## config.mk

```make
export PLATFORM = sky130hd
export DESIGN_NAME = dmacsr_regs
export DESIGN_NICKNAME = d
export VERILOG_FILES = /design/src/rtl/dmacsr_pkg.sv /design/src/rtl/dmacsr_cmd_decode.sv /design/src/rtl/dmacsr_flag_bank.sv /design/src/rtl/dmacsr_err_capture.sv /design/src/rtl/dmacsr_regs.sv
export SDC_FILE = /design/constraint.sdc
export NUM_CORES = 1
export LEC_CHECK = 0
export BUFFER_PORTS_ARGS = -buffer_cell sky130_fd_sc_hd__buf_2
export CAP_MARGIN = 15
export CELL_PAD_IN_SITES_DETAIL_PLACEMENT = 1
export CELL_PAD_IN_SITES_GLOBAL_PLACEMENT = 1
export CORE_MARGIN = 1
export CORE_UTILIZATION = 44
export CTS_CLUSTER_DIAMETER = 60
export DETAILED_ROUTE_END_ITERATION = 16
export GPL_TIMING_DRIVEN = 0
export PLACE_DENSITY_LB_ADDON = 0.1
export REMOVE_ABC_BUFFERS = 1
export SYNTH_ARGS = -nofsm -noshare
export SYNTH_HDL_FRONTEND = slang
export SYNTH_SLANG_ARGS = --single-unit
```

## constraint.sdc

```tcl
create_clock -name clk -period 2 [get_ports clk]
set_input_delay 0.4 -clock clk [delete_from_list [all_inputs] [get_ports clk]]
set_output_delay 0.4 -clock clk [all_outputs]
set_load 0.02 [all_outputs]
```

## src/rtl/dmacsr_pkg.sv

```systemverilog
package dmacsr_pkg;

    localparam int MAXCH  = 64;
    localparam int DW     = 32;
    localparam int NBANK  = 6;
    localparam int NCMD   = 8;

    // word addresses
    localparam int A_CTRL  = 0;
    localparam int A_ESTAT = 1;
    localparam int A_BANK0 = 2;
    localparam int A_CMD0  = 16;

    localparam logic [31:0] CTRL_MASK = 32'h8000_000C;

    typedef enum logic [2:0] {
        BK_REQ   = 3'd0,
        BK_EIE   = 3'd1,
        BK_IRQ   = 3'd2,
        BK_ERR   = 3'd3,
        BK_DONE  = 3'd4,
        BK_START = 3'd5
    } bank_e;

    typedef enum logic [2:0] {
        C_SET_REQ   = 3'd0,
        C_CLR_REQ   = 3'd1,
        C_SET_EIE   = 3'd2,
        C_CLR_EIE   = 3'd3,
        C_CLR_IRQ   = 3'd4,
        C_CLR_ERR   = 3'd5,
        C_SET_START = 3'd6,
        C_CLR_DONE  = 3'd7
    } cmd_e;

    typedef enum logic {
        ES_EMPTY = 1'b0,
        ES_HELD  = 1'b1
    } es_state_e;

    function automatic logic [5:0] first_set(input logic [MAXCH-1:0] v);
        logic [5:0] r;
        r = '0;
        for (int i = MAXCH - 1; i >= 0; i--) begin
            if (v[i]) r = i[5:0];
        end
        return r;
    endfunction

    function automatic logic [MAXCH-1:0] place_words(input logic hi, input logic lo,
                                                     input logic [DW-1:0] d);
        return {(hi ? d : {DW{1'b0}}), (lo ? d : {DW{1'b0}})};
    endfunction

endpackage

```

## src/rtl/dmacsr_cmd_decode.sv

```systemverilog
module dmacsr_cmd_decode
    import dmacsr_pkg::*;
#(
    parameter int NCH    = 64,
    parameter int ADDR_W = 5
) (
    input  logic                           wr,
    input  logic [ADDR_W-1:0]              addr,
    input  logic [7:0]                     chan,
    output logic [NCMD-1:0][MAXCH-1:0]     cmd_oh
);
    localparam int CMD_SEL_W = $clog2(NCMD);

    logic             in_range;
    logic             cmd_hit;
    logic [MAXCH-1:0] chan_oh;

    assign in_range = (int'(chan) < NCH);
    assign cmd_hit  = wr && (int'(addr) >= A_CMD0) && (int'(addr) < A_CMD0 + NCMD);
    assign chan_oh  = in_range ? (MAXCH'(1) << chan[5:0]) : '0;

    for (genvar k = 0; k < NCMD; k++) begin : g_cmd
        assign cmd_oh[k] = (cmd_hit && (addr[CMD_SEL_W-1:0] == CMD_SEL_W'(k))) ? chan_oh : '0;
    end
endmodule

```

## src/rtl/dmacsr_flag_bank.sv

```systemverilog
module dmacsr_flag_bank
    import dmacsr_pkg::*;
#(
    parameter int NCH = 64
) (
    input  logic             clk,
    input  logic             rst_n,
    input  logic [MAXCH-1:0] set_v,
    input  logic [MAXCH-1:0] clr_v,
    output logic [MAXCH-1:0] q
);
    localparam logic [MAXCH-1:0] LIVE = (NCH >= MAXCH) ? '1 : ((MAXCH'(1) << NCH) - MAXCH'(1));

    // set has precedence over clear
    always_ff @(posedge clk or negedge rst_n) begin
        if (!rst_n) q <= '0;
        else        q <= ((q & ~clr_v) | set_v) & LIVE;
    end
endmodule

```

## src/rtl/dmacsr_err_capture.sv

```systemverilog
module dmacsr_err_capture
    import dmacsr_pkg::*;
(
    input  logic             clk,
    input  logic             rst_n,
    input  logic [MAXCH-1:0] err_ev,
    input  logic [7:0]       detail,
    input  logic [1:0]       prio,
    input  logic             release_req,
    output logic [DW-1:0]    estat
);
    es_state_e state_q, state_d;
    logic      do_capture;

    always_ff @(posedge clk or negedge rst_n) begin
        if (!rst_n) state_q <= ES_EMPTY;
        else        state_q <= state_d;
    end

    always_comb begin
        state_d    = state_q;
        do_capture = 1'b0;
        unique case (state_q)
            ES_EMPTY: begin
                if (|err_ev) begin
                    state_d    = ES_HELD;
                    do_capture = 1'b1;
                end
            end
            ES_HELD: begin
                if (release_req) begin
                    if (|err_ev) begin
                        do_capture = 1'b1;
                    end else begin
                        state_d = ES_EMPTY;
                    end
                end
            end
            default: state_d = ES_EMPTY;
        endcase
    end

    always_ff @(posedge clk or negedge rst_n) begin
        if (!rst_n) begin
            estat <= '0;
        end else if (do_capture) begin
            estat <= {1'b1, 15'd0, prio, first_set(err_ev), detail};
        end else if (state_d == ES_EMPTY) begin
            estat <= '0;
        end
    end
endmodule

```

## src/rtl/dmacsr_regs.sv

```systemverilog
module dmacsr_regs
    import dmacsr_pkg::*;
#(
    parameter int NCH    = 64,
    parameter int ADDR_W = 5
) (
    input  logic              clk,
    input  logic              rst_n,
    input  logic              bus_wr,
    input  logic              bus_rd,
    input  logic [ADDR_W-1:0] bus_addr,
    input  logic [31:0]       bus_wdata,
    output logic [31:0]       bus_rdata,
    output logic              bus_rvalid,
    input  logic [NCH-1:0]    int_pulse,
    input  logic [NCH-1:0]    err_pulse,
    input  logic [NCH-1:0]    done_pulse,
    input  logic [7:0]        err_detail,
    input  logic [1:0]        err_prio,
    output logic [NCH-1:0]    req_en,
    output logic [NCH-1:0]    chan_start,
    output logic              irq
);
    localparam int A_BANK_LAST = A_BANK0 + 2 * NBANK - 1;

    logic [MAXCH-1:0]               int64, err64, done64;
    logic [NCMD-1:0][MAXCH-1:0]     cmd_oh;
    logic [MAXCH-1:0]               bset [NBANK];
    logic [MAXCH-1:0]               bclr [NBANK];
    logic [MAXCH-1:0]               bq   [NBANK];
    logic [NBANK-1:0]               wr_hi, wr_lo;
    logic [DW-1:0]                  ctrl_q;
    logic [DW-1:0]                  estat_w;
    logic                           estat_clr_w;
    logic [MAXCH-1:0]               req_q_w, err_q_w;
    logic [DW-1:0]                  rd_word;
    logic [ADDR_W-1:0]              bank_off;
    logic [2:0]                     bank_sel;

    assign int64  = MAXCH'(int_pulse);
    assign err64  = MAXCH'(err_pulse);
    assign done64 = MAXCH'(done_pulse);

    dmacsr_cmd_decode #(.NCH(NCH), .ADDR_W(ADDR_W)) u_dec (
        .wr     (bus_wr),
        .addr   (bus_addr),
        .chan   (bus_wdata[7:0]),
        .cmd_oh (cmd_oh)
    );

    for (genvar b = 0; b < NBANK; b++) begin : g_bank
        assign wr_hi[b] = bus_wr && (int'(bus_addr) == A_BANK0 + 2 * b);
        assign wr_lo[b] = bus_wr && (int'(bus_addr) == A_BANK0 + 2 * b + 1);
        dmacsr_flag_bank #(.NCH(NCH)) u_bank (
            .clk   (clk),
            .rst_n (rst_n),
            .set_v (bset[b]),
            .clr_v (bclr[b]),
            .q     (bq[b])
        );
    end

    always_comb begin
        bset[BK_REQ]   = cmd_oh[C_SET_REQ] | place_words(wr_hi[BK_REQ], wr_lo[BK_REQ], bus_wdata);
        bclr[BK_REQ]   = cmd_oh[C_CLR_REQ] | place_words(wr_hi[BK_REQ], wr_lo[BK_REQ], ~bus_wdata);
        bset[BK_EIE]   = cmd_oh[C_SET_EIE] | place_words(wr_hi[BK_EIE], wr_lo[BK_EIE], bus_wdata);
        bclr[BK_EIE]   = cmd_oh[C_CLR_EIE] | place_words(wr_hi[BK_EIE], wr_lo[BK_EIE], ~bus_wdata);
        bset[BK_IRQ]   = int64;
        bclr[BK_IRQ]   = cmd_oh[C_CLR_IRQ] | place_words(wr_hi[BK_IRQ], wr_lo[BK_IRQ], bus_wdata);
        bset[BK_ERR]   = err64;
        bclr[BK_ERR]   = cmd_oh[C_CLR_ERR] | place_words(wr_hi[BK_ERR], wr_lo[BK_ERR], bus_wdata);
        bset[BK_DONE]  = done64;
        bclr[BK_DONE]  = cmd_oh[C_CLR_DONE];
        bset[BK_START] = cmd_oh[C_SET_START];
        bclr[BK_START] = done64;
    end

    always_ff @(posedge clk or negedge rst_n) begin
        if (!rst_n)                                     ctrl_q <= '0;
        else if (bus_wr && int'(bus_addr) == A_CTRL)    ctrl_q <= bus_wdata & CTRL_MASK;
    end

    assign estat_clr_w = bus_wr && (int'(bus_addr) == A_ESTAT) && bus_wdata[31];

    dmacsr_err_capture u_ecap (
        .clk         (clk),
        .rst_n       (rst_n),
        .err_ev      (err64),
        .detail      (err_detail),
        .prio        (err_prio),
        .release_req (estat_clr_w),
        .estat       (estat_w)
    );

    assign bank_off = bus_addr - ADDR_W'(A_BANK0);
    assign bank_sel = bank_off[3:1];

    always_comb begin
        rd_word = '0;
        if (int'(bus_addr) == A_CTRL) begin
            rd_word = ctrl_q;
        end else if (int'(bus_addr) == A_ESTAT) begin
            rd_word = estat_w;
        end else if (int'(bus_addr) >= A_BANK0 && int'(bus_addr) <= A_BANK_LAST) begin
            rd_word = bus_addr[0] ? bq[bank_sel][DW-1:0] : bq[bank_sel][MAXCH-1:DW];
        end
    end

    always_ff @(posedge clk or negedge rst_n) begin
        if (!rst_n) begin
            bus_rdata  <= '0;
            bus_rvalid <= 1'b0;
        end else begin
            bus_rvalid <= bus_rd;
            if (bus_rd) bus_rdata <= rd_word;
        end
    end

    assign req_q_w    = bq[BK_REQ];
    assign err_q_w    = bq[BK_ERR];
    assign req_en     = bq[BK_REQ][NCH-1:0];
    assign chan_start = bq[BK_START][NCH-1:0];
    assign irq        = (|bq[BK_IRQ]) | (|(bq[BK_ERR] & bq[BK_EIE]));
endmodule

```

==> results by group <==
Worst setup path
  – Worst R2R Start: g_bank[2].u_bank.q[37]
  – R2r setup slk: 160 ps
  – Critical Path RT: 1600 ps
  – RR Endpoint: bus_rdata[5]
  – Crit Path Category: reg -> out
  – Critical Path Stages: 5
  – CP delay by family, top: simple AND/OR/NAND/NOR gates
  – Crit path cell chain: a22oi_1 > nand4_1 > nor4_2 > nand3_2 > buf_6
  – Worst path bufs/invs: 1
  – Worst R2R Path Depth: 5
  – Critical Path Sink Type: output pin
  – Critical path fanouts, max: 3
  – CP max stage delay: 500 ps
  – Slowest-stage cell, CP: a22oi_1
  – Startpoint Class: register
  – Critical Path AT: 2460 ps

Synthesis
  – Prevailing post-synth register cell: dfrtp_1
  – Gate Count Post-Synth: 2435
  – Compound-Gate Fraction of Synth Area: 21.13%
  – Post-Synth Simple-Gate Area: 14.29%
  – Main combinational cell family by area after synthesis: compound AO/OA/AOI/OAI gates
  – EDFF count, synth: 0
  – Multiplexer share of the synthesized area: 10.33%
  – Yosys warning count: 0
  – Synth cell types: 72
  – Asr flop ratio synth: 100.0%
  – Post-Synth XOR/XNOR Area: 0.03583%
  – Yosys reg bits: 438
  – Syn avg cell area: 10.04 um2
  – Register area share after synthesis: 44.83%
  – Synth Area in Adders: 0.2047%
  – Mapped Area: 24450 um2

Hold path
  – Hold path depth: 2
  – Worst hold start: int_pulse[46]
  – Hold crit path type: in -> reg
  – Worst hold path endpoint: g_bank[2].u_bank.q[46]

Floorplanning
  – Die footprint: 56510 um2
  – Die W: 237.7 um
  – Die Y: 237.7 um
  – # IOs: 405
  – Initial Util: 44.46%
  – Std-Cell Rows: 86
  – Core area: 54990 um2

Clocking
  – CTS tree: built
  – Number of clock sinks: 438
  – H-tree Lvls: 2
  – CTS root buffer: clkbuf_16
  – Skew-Pair Late Insertion Delay: 610 ps
  – Num CTS Buffers: 51
  – Clock slew at reported path FFs: 60 ps
  – Clock Tree Buf Depth: 3

Power and ir drop
  – Sw power: 7.559 mW
  – PD cells: 808.8 nW/um2
  – Comb pwr share: 19.8%
  – P_int: 17.13 mW
  – Sequential share of power: 41.3%
  – Sw Ratio: 30.61%
  – Clock Power Share: 38.9%
  – P_leak: 12.15 nW
  – Peak supply drop: 0.6823 mV

Placement
  – Port Buffers: 404
  – Place WS: -1755 ps
  – Placed wire-length estimate: 83300 um
  – Placed Instances: 3328
  – GPL Wtd Cong: 0.9359

Routing
  – TritonRoute pass-1 iters: 8
  – Via count: 24.00k
  – Post-DR wirelength/cell: 34.21 um
  – Routed Antenna Nets: 0
  – Initial DRC Count: 3058
  – Via-to-Cell Ratio: 6.714
  – Final wirelength: 122300 um
  – Number of remaining DRC errors: 0

STA
  – Slew HR: 35.28%
  – Slew Viols, Final: 0
  – Min Tclk post-route: 2862 ps
  – Final hold violations: 0
  – RSZ-0062 raised after global routing: true
  – Slew @ Worst Pin: 969.4 ps
  – Final setup vio count: 4
  – Max frequency: 0.3494 GHz
  – Part of the cycle the worst path needs: 143.1%
  – Clk_skew: 22.66 ps
  – Setup ws final: -861.7 ps

Layout
  – Most common cell after layout, fill and taps aside: nand2_1
  – Non-filler cells, final: 3574
  – Final #Nets: 3027
  – Fillers: 5986
  – Commonest non-fill, non-tap cells in the layout: 526 x nand2_1, 432 x dfrtp_1, 399 x buf_2, 142 x a221o_1, 139 x a21oi_1
  – Layout cells sized above 1: 32.76%
  – Synth-to-layout area growth: 24.88%

Flow run
  – Max_cap viols: 0

Global routing
  – Total grt overflow: 0
  – Global Route Usage Sum: 43.04%
  – First-pass GRT wire length: 175300 um
  – Vias in the first global route: 24.70k
  – Largest net degree at the start of global routing: 119
  – Initial antenna violation count: 16

Status
  – Failing checks: setup timing
  – Outcome: finished, violations left
area by class of cell:
cell class | instances | area, um2 | share of cell area (%)
Clock inverter | 8 | 120.1 | 0.3934
Inverter | 81 | 304.0 | 0.9959
Antenna cell | 12 | 30.03 | 0.09836
Multi-Input combinational cell | 1612 | 11950 | 39.14
Timing Repair Buffer | 596 | 4690 | 15.36
Clock buffer | 79 | 1534 | 5.024
Sequential cell | 438 | 10970 | 35.92
Tap cell | 748 | 935.9 | 3.065
power groups by stage:
stage	Combinational (mW)	Clock [mW]	Sequential, mW
2_1_floorplan	1.89	0	10.4
3_3_place_gp	4.14	0	10.3
3_5_place_dp	4.32	0	10.3
4_1_cts	4.76	9.62	10.1
5_1_grt	5.13	9.94	10.2
6_report	4.89	9.61	10.2
per-layer routing:
metal  track usage (%)  share of wire, %
met4             23.73               6.0
met1             56.19                38
met3             10.28                11
met2             65.95                45
met5                 0             0.073
worst max-delay path by stage:
stage / start / slack [ps] / endpoint
after floorplan: bus_addr[1] / -1300 / bus_rdata[2]
after global placement: rst_n / -8750 / g_bank[5].u_bank.q[22]
after detailed placement: bus_addr[1] / -1760 / bus_rdata[2]
after CTS: g_bank[2].u_bank.q[59] / -820 / irq
after global routing: g_bank[3].u_bank.q[33] / -870 / irq
final: g_bank[3].u_bank.q[43] / -860 / irq
cells by family (layout without fill, tap and decap cells):
logic type	Yosys count	count (layout)
adder cells (fa/ha/maj)	4	4
AND/OR/NAND/NOR	807	808
multiplexers	132	132
flip-flops	438	438
AO/OA/AOI/OAI	667	667
XOR/XNOR	1	1
other	0	12
buffers and inverters	386	764
metrics by stage:
stage          power [mW]  util [%]  TNS (ps)  cell area, um2  hold slack, ps
2_1_floorplan       12.28         -   -215790           22510           104.4
3_3_place_gp        14.39     46.32  -6060060           25470           452.6
3_5_place_dp        14.61     48.46   -418040           26650           459.4
4_1_cts             24.52     54.90    -892.7           30190           1.364
5_1_grt             25.30     55.50    -956.2           30520           3.162
6_report            24.69     55.53    -897.6           30530           9.599
worst register-to-register path, stage by stage (launching register included):
cell and delay, ps:
dfrtp_2 490, buf_4 170, mux4_2 440, mux2i_1 180
o21ai_0 110, a221o_1 330
cell usage after synthesis (4+ instances only):
cell type  count  area share, %
a31o_2        83            3.0
dfrtp_1      438             45
a221oi_1       7           0.25
nor2_1       103            1.6
clkbuf_1      51           0.78
o21ai_0       43           0.88
buf_1         21           0.32
a21oi_1      142            2.9
a22o_1        22           0.79
a22oi_1       20           0.61
nand3_1       26           0.53
o31ai_1        5           0.15
mux2i_1       33            1.4
nor2_2        11           0.28
nand2_1      540            8.3
o32ai_1       64            2.3
buf_6         26            1.2
nor2b_1        8           0.20
mux4_2        96            8.8
a221o_1      142            5.8
a31o_1        35            1.3
nor4_1        39            1.0
o21ai_1        9           0.18
buf_4        135            4.1
inv_1         79            1.2
and2_1        16           0.41
nor3_2         4           0.16
nand2b_1       6           0.15
a21o_1        64            2.0
nand4_1       13           0.33
nor3_1        11           0.23
buf_2         72            1.5
ha_1           4           0.20
a211oi_1       5           0.15
flip-flops by register name, indices dropped and copies added (netlist names):
name	cells
bus_rdata	32
ctrl_q	3
u_ecap.state_q	1
g_bank.u_bank.q	384
bus_rvalid	1
u_ecap.estat	17
timing repair:
| action | in CTS | in global routing |
|---|---|---|
| setup endpoints to repair | 433 | 196 |
| pin swaps | 21 | 11 |
| endpoints found under the hold margin | 235 | 0 |
| hold buffers | 91 | 0 |
| buffers inserted | 37 | 13 |
| gates resized for setup | 100 | 51 |
| gates cloned | 5 | 1 |
(Power assumes the default switching activity.)
